### src/rtl/flash_busctl_pkg.sv
package flash_busctl_pkg;

    localparam int DQ_W   = 16;
    localparam int HALF_W = DQ_W / 2;

    typedef enum logic [2:0] {
        BUS_STANDBY = 3'd0,
        BUS_READ    = 3'd1,
        BUS_WRITE   = 3'd2,
        BUS_OUTOFF  = 3'd3,
        BUS_CLASH   = 3'd4
    } bus_mode_e;

endpackage

### src/rtl/flash_busctl_decode.sv
module flash_busctl_decode
    import flash_busctl_pkg::*;
(
    input  logic      ce_n,
    input  logic      oe_n,
    input  logic      we_n,
    output bus_mode_e mode
);

    always_comb begin
        if (ce_n) begin
            mode = BUS_STANDBY;
        end else if (oe_n) begin
            mode = we_n ? BUS_OUTOFF : BUS_WRITE;
        end else begin
            // output enable low: a read only if write enable stays high
            mode = we_n ? BUS_READ : BUS_CLASH;
        end
    end

endmodule

### src/rtl/flash_busctl_steer.sv
module flash_busctl_steer
    import flash_busctl_pkg::*;
(
    input  logic            read_en,
    input  logic            wide,
    input  logic            a_lsb,
    input  logic [DQ_W-1:0] arr_word,
    output logic [DQ_W-1:0] lane_en,
    output logic [DQ_W-1:0] lane_data
);

    for (genvar i = 0; i < DQ_W; i++) begin : g_lane
        if (i < HALF_W) begin : g_low
            assign lane_en[i]   = read_en;
            assign lane_data[i] = (wide || !a_lsb) ? arr_word[i] : arr_word[i + HALF_W];
        end else begin : g_high
            assign lane_en[i]   = read_en & wide;
            assign lane_data[i] = wide & arr_word[i];
        end
    end

endmodule

### src/rtl/flash_busctl_sleep.sv
module flash_busctl_sleep #(
    parameter int SLEEP_CYC = 16
) (
    input  logic clk,
    input  logic rst_n,
    input  logic moved,
    output logic sleep_nxt,
    output logic sleep_q
);

    localparam int CW = $clog2(SLEEP_CYC + 1);

    typedef struct packed {
        logic [CW-1:0] cnt;
        logic          asleep;
    } tmr_t;

    tmr_t t_d, t_q;
    logic [CW-1:0] cnt_inc;

    always_comb begin
        t_d     = t_q;
        cnt_inc = t_q.cnt + CW'(1);
        if (moved) begin
            t_d.cnt    = '0;
            t_d.asleep = 1'b0;
        end else if (!t_q.asleep) begin
            t_d.cnt    = cnt_inc;
            t_d.asleep = (cnt_inc == CW'(SLEEP_CYC));
        end
    end

    always_ff @(posedge clk or negedge rst_n) begin
        if (!rst_n) begin
            t_q <= '0;
        end else begin
            t_q <= t_d;
        end
    end

    assign sleep_nxt = t_d.asleep;
    assign sleep_q   = t_q.asleep;

endmodule

### src/rtl/flash_busctl.sv
module flash_busctl
    import flash_busctl_pkg::*;
#(
    parameter int AW        = 20,
    parameter int SLEEP_CYC = 16
) (
    input  logic            clk,
    input  logic            rst_pin_n,
    input  logic            ce_n,
    input  logic            oe_n,
    input  logic            we_n,
    input  logic            wide,
    input  logic [AW-1:0]   addr,
    input  logic            dq15_in,
    input  logic [DQ_W-1:0] arr_rdata,
    input  logic            op_busy,
    output logic [DQ_W-1:0] dq_out,
    output logic [DQ_W-1:0] dq_oe,
    output logic [AW:0]     byte_addr,
    output logic            rd_cyc,
    output logic            wr_cyc,
    output logic            out_dis,
    output logic            standby,
    output logic            sleep,
    output logic            busy
);

    localparam int BAW = AW + 1;

    typedef struct packed {
        logic [DQ_W-1:0] oe;
        logic [DQ_W-1:0] data;
        logic [BAW-1:0]  baddr;
        logic            rd;
        logic            wr;
        logic            odis;
        logic            stby;
        logic            busy;
    } st_t;

    st_t       st_d, st_q;
    bus_mode_e mode;
    logic      is_read;
    logic      moved;
    logic      sleep_nxt;
    logic      sleep_q;
    logic [DQ_W-1:0] lane_en;
    logic [DQ_W-1:0] lane_data;

    flash_busctl_decode u_decode (
        .ce_n (ce_n),
        .oe_n (oe_n),
        .we_n (we_n),
        .mode (mode)
    );

    assign is_read = (mode == BUS_READ);

    flash_busctl_steer u_steer (
        .read_en   (is_read),
        .wide      (wide),
        .a_lsb     (dq15_in),
        .arr_word  (arr_rdata),
        .lane_en   (lane_en),
        .lane_data (lane_data)
    );

    flash_busctl_sleep #(
        .SLEEP_CYC (SLEEP_CYC)
    ) u_sleep (
        .clk       (clk),
        .rst_n     (rst_pin_n),
        .moved     (moved),
        .sleep_nxt (sleep_nxt),
        .sleep_q   (sleep_q)
    );

    always_comb begin
        st_d       = st_q;
        st_d.baddr = {addr, (wide ? 1'b0 : dq15_in)};
        moved      = (st_d.baddr != st_q.baddr);
        st_d.rd    = is_read;
        st_d.wr    = (mode == BUS_WRITE);
        st_d.odis  = (mode == BUS_WRITE) || (mode == BUS_OUTOFF);
        st_d.stby  = (mode == BUS_STANDBY);
        st_d.oe    = lane_en;
        st_d.busy  = op_busy;
        // data latch: loads only on a read edge that does not stay asleep
        if (is_read && !sleep_nxt) begin
            st_d.data = lane_data;
        end
    end

    always_ff @(posedge clk or negedge rst_pin_n) begin
        if (!rst_pin_n) begin
            st_q <= '0;
        end else begin
            st_q <= st_d;
        end
    end

    assign dq_out    = st_q.data;
    assign dq_oe     = st_q.oe;
    assign byte_addr = st_q.baddr;
    assign rd_cyc    = st_q.rd;
    assign wr_cyc    = st_q.wr;
    assign out_dis   = st_q.odis;
    assign standby   = st_q.stby;
    assign sleep     = sleep_q;
    assign busy      = st_q.busy;

endmodule

### config.mk
export PLATFORM = sky130hd
export DESIGN_NAME = flash_busctl
export DESIGN_NICKNAME = d
export VERILOG_FILES = /design/src/rtl/flash_busctl_pkg.sv /design/src/rtl/flash_busctl_decode.sv /design/src/rtl/flash_busctl_steer.sv /design/src/rtl/flash_busctl_sleep.sv /design/src/rtl/flash_busctl.sv
export SDC_FILE = /design/constraint.sdc
export NUM_CORES = 1
export LEC_CHECK = 0
export CORE_UTILIZATION = 30
export DETAILED_ROUTE_END_ITERATION = 12
export SLEW_MARGIN = 20
export SYNTH_ARGS = -nofsm -noshare
export SYNTH_HDL_FRONTEND = slang
export SYNTH_SLANG_ARGS = --single-unit
### constraint.sdc
create_clock -name clk -period 1.9 [get_ports clk]
set_clock_uncertainty 0.1 [all_clocks]
set_input_delay 0.19 -clock clk [delete_from_list [all_inputs] [get_ports clk]]
set_output_delay 0.19 -clock clk [all_outputs]
set_load 0.03 [all_outputs]
==> qor.csv, run 1 <==
metric;value;unit
EDFF count, synth;0;
antenna viol nets, final;0;
Area Overhead vs Synth;63.46;%
cell taking the most area after synthesis;dfrtp_1;
RSZ-0062 raised after global routing;true;
Die X;86.60;µm
Ports;103;
Tot Pwr;2.689;mW
Net Count, Synth;211;
Longest Clk Path Bufs;2;
hpwl dp;3597;µm
largest stage delay on the critical path;0.43;ns
WP data arrival;1.99;ns
die area;7500;µm²
PortBufs;102;
critical setup path kind;reg -> reg;
global route overflow;0;
CP bufs+invs;1;
largest cells by area after synthesis;dfrtp_1, xnor2_1, mux2_2, buf_4, mux2i_1;
worst path cell trace;xnor2_2 -> nand4_1 -> nor4_4 -> buf_6 -> a31oi_4 -> mux2_4;
Seq cells post-synth;49;
CTS root buffer;clkbuf_8;
Max Cap Viol;0;
vias;1581;
Seq/Total Area, Yosys;57.11;%
largest net degree at the start of global routing;20;
fin util;51.09;%
Num CTS Buffers;5;
Pre-antenna DRT Iters;3;
setup TNS;0;ns
Worst Hold Class;in -> reg;
slowest CP cell;dfrtp_2;
mean number of vias per cell;4.194;
Top FF cell, synth;dfrtp_1;
Critical Path RT;2.00;ns
initial antenna violation count;0;
drt total wl;4755;µm
worst skew pair latency;0.30;ns
mapped cell area;2147;µm²
Avg Inst Size Synth;12.93;µm²
fin crit share;99.40;%
Max IR drop VDD;0.5223;mV
Fillers;621;
Setup WS pre-CTS;-0.3950;ns
Critical Path End Type;register;
Placed Area;3286;µm²
Core Rows;30;
core box area;6869;µm²
vias in the first global route;1664;
drt drc;0;
cell family with most CP delay;simple AND/OR/NAND/NOR gates;
Worst-path clk slew;0.09;ns
post-layout min period;1.889;ns
Final Wtd Congestion;0.7479;
CTS sink count;49;
post-synth cell types;25;
status;completed;
worst-path fanout max;7;
cell area after layout;3510;µm²
fraction of layout cells with a size suffix above 1;23.13;%
Max Slew Vio Count;0;
kind of start point of the critical path;register;
smallest setup slack after layout;0.01139;ns
Slew @ Worst Pin;0.4123;ns
first-pass GRT wire length;7797;µm
wire per inst;12.61;µm
Slew headroom;72.51;%
die height;86.60;µm
Syn Inst Count;166;
H-tree depth;2;
final hold violations;0;
P_leak;1.475;nW
CTS tree;built;
Final setup violation count;0;
nets;325;
Initial Utilization;31.26;%
DRT iter0 DRCs;35;
area share of the largest cell type after synthesis;57.11;%
PD cells;766.2;nW/µm²
yosys warns;0;
number of diodes;0;
Fmax;0.5295;GHz
gr usage total;13.50;%
async set or reset register ratio after synthesis;100.0;%
## final cells by class
class / instances / area (µm²) / area share (%)
Sequential cell: 49 / 1236 / 35.22
Multi-Input combinational cell: 90 / 798.3 / 22.75
Inverter: 9 / 33.78 / 0.9626
Timing Repair Buffer: 125 / 1210 / 34.47
Tap cell: 96 / 120.1 / 3.422
Clock inverter: 2 / 38.79 / 1.105
Clock buffer: 6 / 72.57 / 2.068
## synth_stat cells (all sizes together), types with 2 or more instances
library cell,count
mux2,16
xor2,4
nor2b,5
mux2i,9
xnor2,21
inv,9
nand2,11
and3,2
nand4,5
dfrtp,49
nor2,7
buf,18
## per-stage QoR
stage,instances,hold WS (ns)
floorplan,166,-0.2056
global placement,364,0.04289
detailed placement,364,0.04504
CTS,376,0.2116
global route,377,0.2137
finish,377,0.2247
## report_power, final
group / internal (mW) / total, mW / switching, mW
clock network: 0.395 / 0.742 / 0.347
logic: 0.375 / 0.750 / 0.375
registers: 1.14 / 1.20 / 0.0589
total: 1.91 / 2.69 / 0.780
## layout by cell type, fill, tap and decap left out, drive strengths merged
cell type / n
inv: 9
nand3: 1
xnor2: 21
clkbuf: 6
ha: 1
dfrtp: 49
xor2: 4
nor2: 7
clkdlybuf4s50: 101
mux2i: 9
nand4: 5
and3: 2
dlygate4sd3: 1
mux2: 16
o21ai: 1
buf: 23
bufinv: 1
a31o: 1
nand4b: 1
nand2: 11
nand2b: 1
a31oi: 2
nor4: 1
nor2b: 5
and2: 1
clkinv: 1
## state kept, by name, summed over array words and instances, names as in the netlist
| name | flops |
|---|---|
| wr_cyc | 1 |
| byte_addr | 21 |
| dq_oe | 2 |
| busy | 1 |
| standby | 1 |
| dq_out | 16 |
| out_dis | 1 |
| u_sleep.sleep_q | 1 |
| u_sleep.t_q | 5 |
## final timing paths
kind	start	endpoint	slack (ns)	cells past startpoint
worst max-delay path	byte_addr[14]	dq_out[6]	0.01	6
worst min-delay path	op_busy	busy	0.22	1
worst max register to register	byte_addr[14]	dq_out[6]	0.01	6
worst min register to register	dq_out[1]	dq_out[1]	0.41	1
max in group asynchronous	rst_pin_n	u_sleep.t_q[1]	0.85	3
min in group asynchronous	rst_pin_n	dq_out[12]	0.24	2
## repair_timing
item	4_1_cts	5_1_grt
setup buffers	2	1
pin swaps	5	8
gates cloned	1	0
hold endpoints to repair	16	0
hold buffers	1	0
gates resized for setup	1	11
endpoints found under the setup margin	15	19
## routing by layer
layer | global-route usage [%] | routed length, µm
met1 | 16.50 | 2084
met2 | 21.79 | 2209
met3 | 4.857 | 401
met4 | 5.303 | 60
met5 | 0 | 0
## worst reg2reg max path, stage by stage, from the launching register on
cell and delay (ns):
dfrtp_2 0.43, xnor2_2 0.13, nand4_1 0.16, nor4_4 0.29
buf_6 0.16, a31oi_4 0.16, mux2_4 0.34
## cell families after synthesis
group	share of synthesized area (%)
DFF	57.11
and+or+nand+nor	8.975
adders and majority gates	0.5827
muxes	12.94
AOI/OAI and AO/OA	1.632
buffers and inverters	8.566
xor gates and xnor gates	10.20
No activity file was read; power rests on OpenSTA's default activity.
==> inputs of run 2 (changes only) <==
- REMOVE_ABC_BUFFERS: default -> 1
==> qor.csv, run 2 (synthesized netlist as in run 1, its figures left out) <==
metric;value;unit
status;finished with violations;
failing checks;negative setup slack;
Area Overhead vs Synth;61.83;%
nets;326;
Critical Path RT;1.99;ns
H-tree depth;2;
global route overflow;0;
antenna viol nets, final;0;
core box area;6869;µm²
hold depth;1;
PortBufs;102;
Placed Area;3288;µm²
setup TNS;-0.07124;ns
R2R Path End;dq_out[2];
fraction of layout cells with a size suffix above 1;19.22;%
Worst-path clk slew;0.08;ns
PD cells;763.1;nW/µm²
worst path cell trace;and2_1 -> o21ai_0 -> a31o_2 -> a31oi_4 -> mux2_2;
final hold violations;0;
leading cell types in the layout, fill and taps excluded;clkdlybuf4s50_1, dfrtp_1, xnor2_1, buf_4, mux2_2;
r2r setup slk;-0.02;ns
met2 WL;2161;µm
largest stage delay on the critical path;0.40;ns
Max Slew Vio Count;0;
vias;1571;
die height;86.60;µm
vias in the first global route;1582;
Final setup violation count;6;
drt total wl;4623;µm
met3 WL;326;µm
placed insts;364;
Worst Hold End;busy;
DRT iter0 DRCs;40;
commonest non-fill, non-tap cell in the layout;clkdlybuf4s50_1;
largest net degree at the start of global routing;27;
Final Wtd Congestion;0.7107;
Die X;86.60;µm
smallest setup slack after layout;-0.02035;ns
r2r worst-path depth;5;
worst skew pair latency;0.30;ns
CTS tree;built;
WP data arrival;2.01;ns
metal1 wirelength;2080;µm
first-pass GRT wire length;7631;µm
worst-path fanout max;7;
Ports;103;
Max Cap Viol;0;
fin crit share;101.1;%
max reg flops;21;
post-layout min period;1.920;ns
CTS root buffer;clkbuf_8;
Critical Path End Type;register;
RSZ-0062 raised after global routing;true;
Fmax;0.5207;GHz
slowest CP cell;dfrtp_1;
kind of start point of the critical path;register;
Num CTS Buffers;5;
mean number of vias per cell;4.167;
hpwl dp;3532;µm
initial antenna violation count;0;
Top Metal Used;met4;
critical setup path kind;reg -> reg;
Longest Clk Path Bufs;2;
Slew @ Worst Pin;0.5591;ns
drt drc;0;
Finished Layout Cells;377;
Initial Utilization;31.26;%
wire per inst;12.26;µm
CTS sink count;49;
die area;7500;µm²
P_leak;1.465;nW
Max IR drop VDD;0.4590;mV
Slew headroom;62.73;%
gr usage total;13.30;%
Pre-antenna DRT Iters;2;
cell area after layout;3475;µm²
number of diodes;0;
Hold Startpoint;op_busy;
RR Startpoint;u_sleep.t_q[1];
Worst Hold Class;in -> reg;
Core Rows;30;
-- run 2: worst max-delay path by stage --
| stage | start | endpoint | cells after the start |
|---|---|---|---|
| after floorplan | dq_oe[7] | dq_oe[0] | 0 |
| after global placement | addr[11] | dq_out[7] | 6 |
| after detailed placement | addr[0] | dq_out[15] | 7 |
| after CTS | byte_addr[17] | dq_out[8] | 7 |
| after global routing | byte_addr[4] | dq_out[8] | 7 |
| final | u_sleep.t_q[1] | dq_out[2] | 5 |
-- run 2: area by class of cell --
| type | instances | area [µm²] |
|---|---|---|
| Fill cell | 639 | 3395 |
| Sequential cell | 49 | 1226 |
| Timing Repair Buffer | 126 | 1226 |
| Multi-Input combinational cell | 90 | 764.5 |
| Tap cell | 96 | 120.1 |
| Clock buffer | 5 | 68.82 |
| Clock inverter | 2 | 35.03 |
| Inverter | 9 | 33.78 |
-- run 2: metrics by stage --
step	util [%]	setup slack, ns	hold slack (ns)	total power, mW
global route	50.58	-0.1533	0.2089	2.790
CTS	50.33	-0.1065	0.2092	2.696
global placement	47.87	-0.3618	0.1202	1.952
finish	50.58	-0.02035	0.2239	2.652
floorplan	-	-0.2855	-0.2056	1.562
detailed placement	47.87	-0.3986	0.1233	1.958
-- run 2: per-layer routing --
layer  vias to the layer above  global-route usage, %
met2                        61                  21.65
met4                         0                  3.636
li1                        757                      -
met5                         -                      0
met3                         6                  4.476
met1                       747                  16.93
-- run 2: where the power goes --
group / switching, mW / total (mW) / internal (mW)
registers: 0.0584 / 1.19 / 1.14
clock network: 0.329 / 0.712 / 0.383
logic: 0.373 / 0.745 / 0.372
-- run 2: worst max-delay path: cells and delay by family, from the launching register on --
| kind | cells | cell delay [ns] |
|---|---|---|
| AOI/OAI and AO/OA | 3 | 0.77 |
| and+or+nand+nor | 1 | 0.16 |
| muxes | 1 | 0.38 |
| DFF | 1 | 0.40 |
-- run 2: timing repair --
action	4_1_cts	5_1_grt
gates resized for setup	4	3
pin swaps	4	9
hold endpoints to repair	23	0
cloned	1	0
endpoints found under the setup margin	14	21
setup buffers	3	1
hold buffers	1	0
==> inputs of run 3 (changes only) <==
- GPL_TIMING_DRIVEN: default -> 0
- SYNTH_HIERARCHICAL: default -> 1
==> qor.csv, run 3 <==
metric;value;unit
Max Slew Vio Count;0;
fin crit share;125.8;%
Fmax;0.4185;GHz
Ports;103;
slowest CP cell;dfrtp_1;
mean number of vias per cell;4.324;
Post-synth top cells;dfrtp_1, mux2_4, xnor2_1;
Pre-antenna DRT Iters;3;
critical setup path kind;reg -> reg;
Initial Utilization;31.42;%
CTS tree;built;
r2r worst-path depth;8;
drt drc;0;
CTS root buffer;clkbuf_8;
Critical Path End Type;register;
Tot Pwr;3.553;mW
gr usage total;12.05;%
die height;95.23;µm
largest net degree at the start of global routing;57;
Max IR drop VDD;0.3673;mV
Top FF cell, synth;dfrtp_1;
WP data arrival;2.50;ns
CTS sink count;64;
PD cells;911.1;nW/µm²
Finished Layout Cells;383;
EDFF count, synth;0;
vias;1656;
Fillers;765;
Critical Path RT;2.02;ns
Core Rows;33;
Final setup violation count;16;
Syn Inst Count;174;
Num CTS Buffers;9;
Hold Slack;0.1189;ns
final hold violations;0;
worst-path fanout max;16;
Seq cells post-synth;64;
vias in the first global route;1678;
antenna viol nets, final;0;
initial antenna violation count;0;
status;finished with violations;
RSZ-0062 raised after global routing;true;
largest cells by area after synthesis;dfrtp_1, mux2_4, xnor2_1, buf_4, and2_2;
failing checks;negative setup slack;
DRT iter0 DRCs;42;
P_leak;1.648;nW
async set or reset register ratio after synthesis;100.0;%
H-tree depth;3;
leading cell types in the layout, fill and taps excluded;clkdlybuf4s50_1, dfrtp_1, xnor2_1, mux2_4;
Max Cap Viol;0;
nets;318;
Slew @ Worst Pin;0.6632;ns
wire per inst;13.48;µm
area share of the largest cell type after synthesis;61.42;%
Worst Hold Class;in -> async;
largest stage delay on the critical path;0.40;ns
worst skew pair latency;0.33;ns
Final Wtd Congestion;0.7300;
R2R Path End;dq_out[13];
smallest setup slack after layout;-0.4893;ns
global route overflow;0;
Worst-path clk slew;0.07;ns
die area;9069;µm²
kind of start point of the critical path;register;
post-synth cell types;29;
PortBufs;102;
r2r setup slk;-0.49;ns
RR Startpoint;byte_addr[15];
first-pass GRT wire length;8031;µm
commonest non-fill, non-tap cell in the layout;clkdlybuf4s50_1;
top-count cell post-synth;dfrtp_1;
placed insts;364;
post-layout min period;2.389;ns
drt total wl;5164;µm
cell taking the most area after synthesis;dfrtp_1;
max reg flops;21;
fraction of layout cells with a size suffix above 1;22.30;%
mapped cell area;2608;µm²
core box area;8299;µm²
worst path cell trace;xnor2_1 -> nand4_1 -> nor4_2 -> nand3_1 -> nand3b_1 -> o22ai_2 -> and2b_4 -> mux2_4;
number of diodes;0;
Area Overhead vs Synth;49.57;%
Seq/Total Area, Yosys;61.42;%
yosys warns;6;
hpwl dp;3550;µm
Die X;95.23;µm
Longest Clk Path Bufs;2;
Avg Inst Size Synth;14.99;µm²
Slew headroom;55.60;%
==> run 3: metrics by stage <==
stage	utilization [%]	cell area [µm²]	setup slack (ns)	setup TNS, ns
5_1_grt	46.99	3900	-0.6618	-10.33
2_1_floorplan	-	2452	-0.6586	-10.41
3_3_place_gp	43.43	3605	-1.624	-128.26
4_1_cts	46.68	3874	-0.5540	-8.674
6_report	46.99	3900	-0.4893	-7.634
3_5_place_dp	43.74	3630	-1.443	-25.38
==> run 3: where the power goes <==
group / leakage [nW] / internal [mW] / total, mW / switching (mW)
combinational: 0.732 / 0.398 / 0.781 / 0.383
sequential: 0.806 / 1.47 / 1.53 / 0.0563
clock: 0.110 / 0.734 / 1.24 / 0.511
total: 1.65 / 2.60 / 3.55 / 0.950
==> run 3: logic make-up (layout without fill, tap and decap cells) <==
group / Yosys count / after routing / share of synthesized area (%)
AOI/OAI and AO/OA: 2 / 2 / 0.4318
adders and majority gates: 1 / 1 / 0.4798
and+or+nand+nor: 38 / 38 / 9.837
muxes: 25 / 25 / 13.34
xor gates and xnor gates: 25 / 25 / 8.397
buffers and inverters: 19 / 123 / 6.094
DFF: 64 / 64 / 61.42
==> run 3: layout make-up <==
type	instances	area, µm²	area share, %
multi-input combinational	91	877.1	22.49
clock inverter	6	83.83	2.150
sequential	64	1602	41.07
tap	105	131.4	3.369
clock buffer	10	127.6	3.272
timing repair buffer	106	1075	27.56
inverter	1	3.754	0.09625
==> run 3: worst max-delay path: cells and delay by family (launching register included) <==
family          cells  cell delay, ns
simple gates        5            1.14
flops               1            0.40
mux                 1            0.32
xor+xnor            1            0.17
compound gates      1            0.13
==> run 3: worst max path at each step <==
stage	from	endpoint	slack (ns)	depth (start not counted)
2_1_floorplan	byte_addr[9]	dq_out[10]	-0.66	8
3_3_place_gp	rst_pin_n	standby	-1.62	1
3_5_place_dp	addr[8]	dq_out[7]	-1.44	9
4_1_cts	byte_addr[3]	dq_out[14]	-0.55	8
5_1_grt	byte_addr[15]	dq_out[13]	-0.66	8
6_report	byte_addr[15]	dq_out[13]	-0.49	8
==> run 3: repair_timing <==
| item | in CTS | in global routing |
|---|---|---|
| hold buffers | 1 | 0 |
| pin swaps | 1 | 2 |
| endpoints found under the hold margin | 64 | 0 |
| setup endpoints to repair | 17 | 18 |
| setup buffers | 1 | 1 |
| gates resized for setup | 4 | 6 |
==> run 3: per-layer routing <==
metal  global-route usage (%)  vias to the layer above  part of all wire (%)
met3                    4.785                        7                   9.1
met2                    17.62                       71                    46
met1                    15.04                      811                    44
met5                        0                        -                     0
li1                         -                      767                     -
met4                    6.818                        0                  0.87
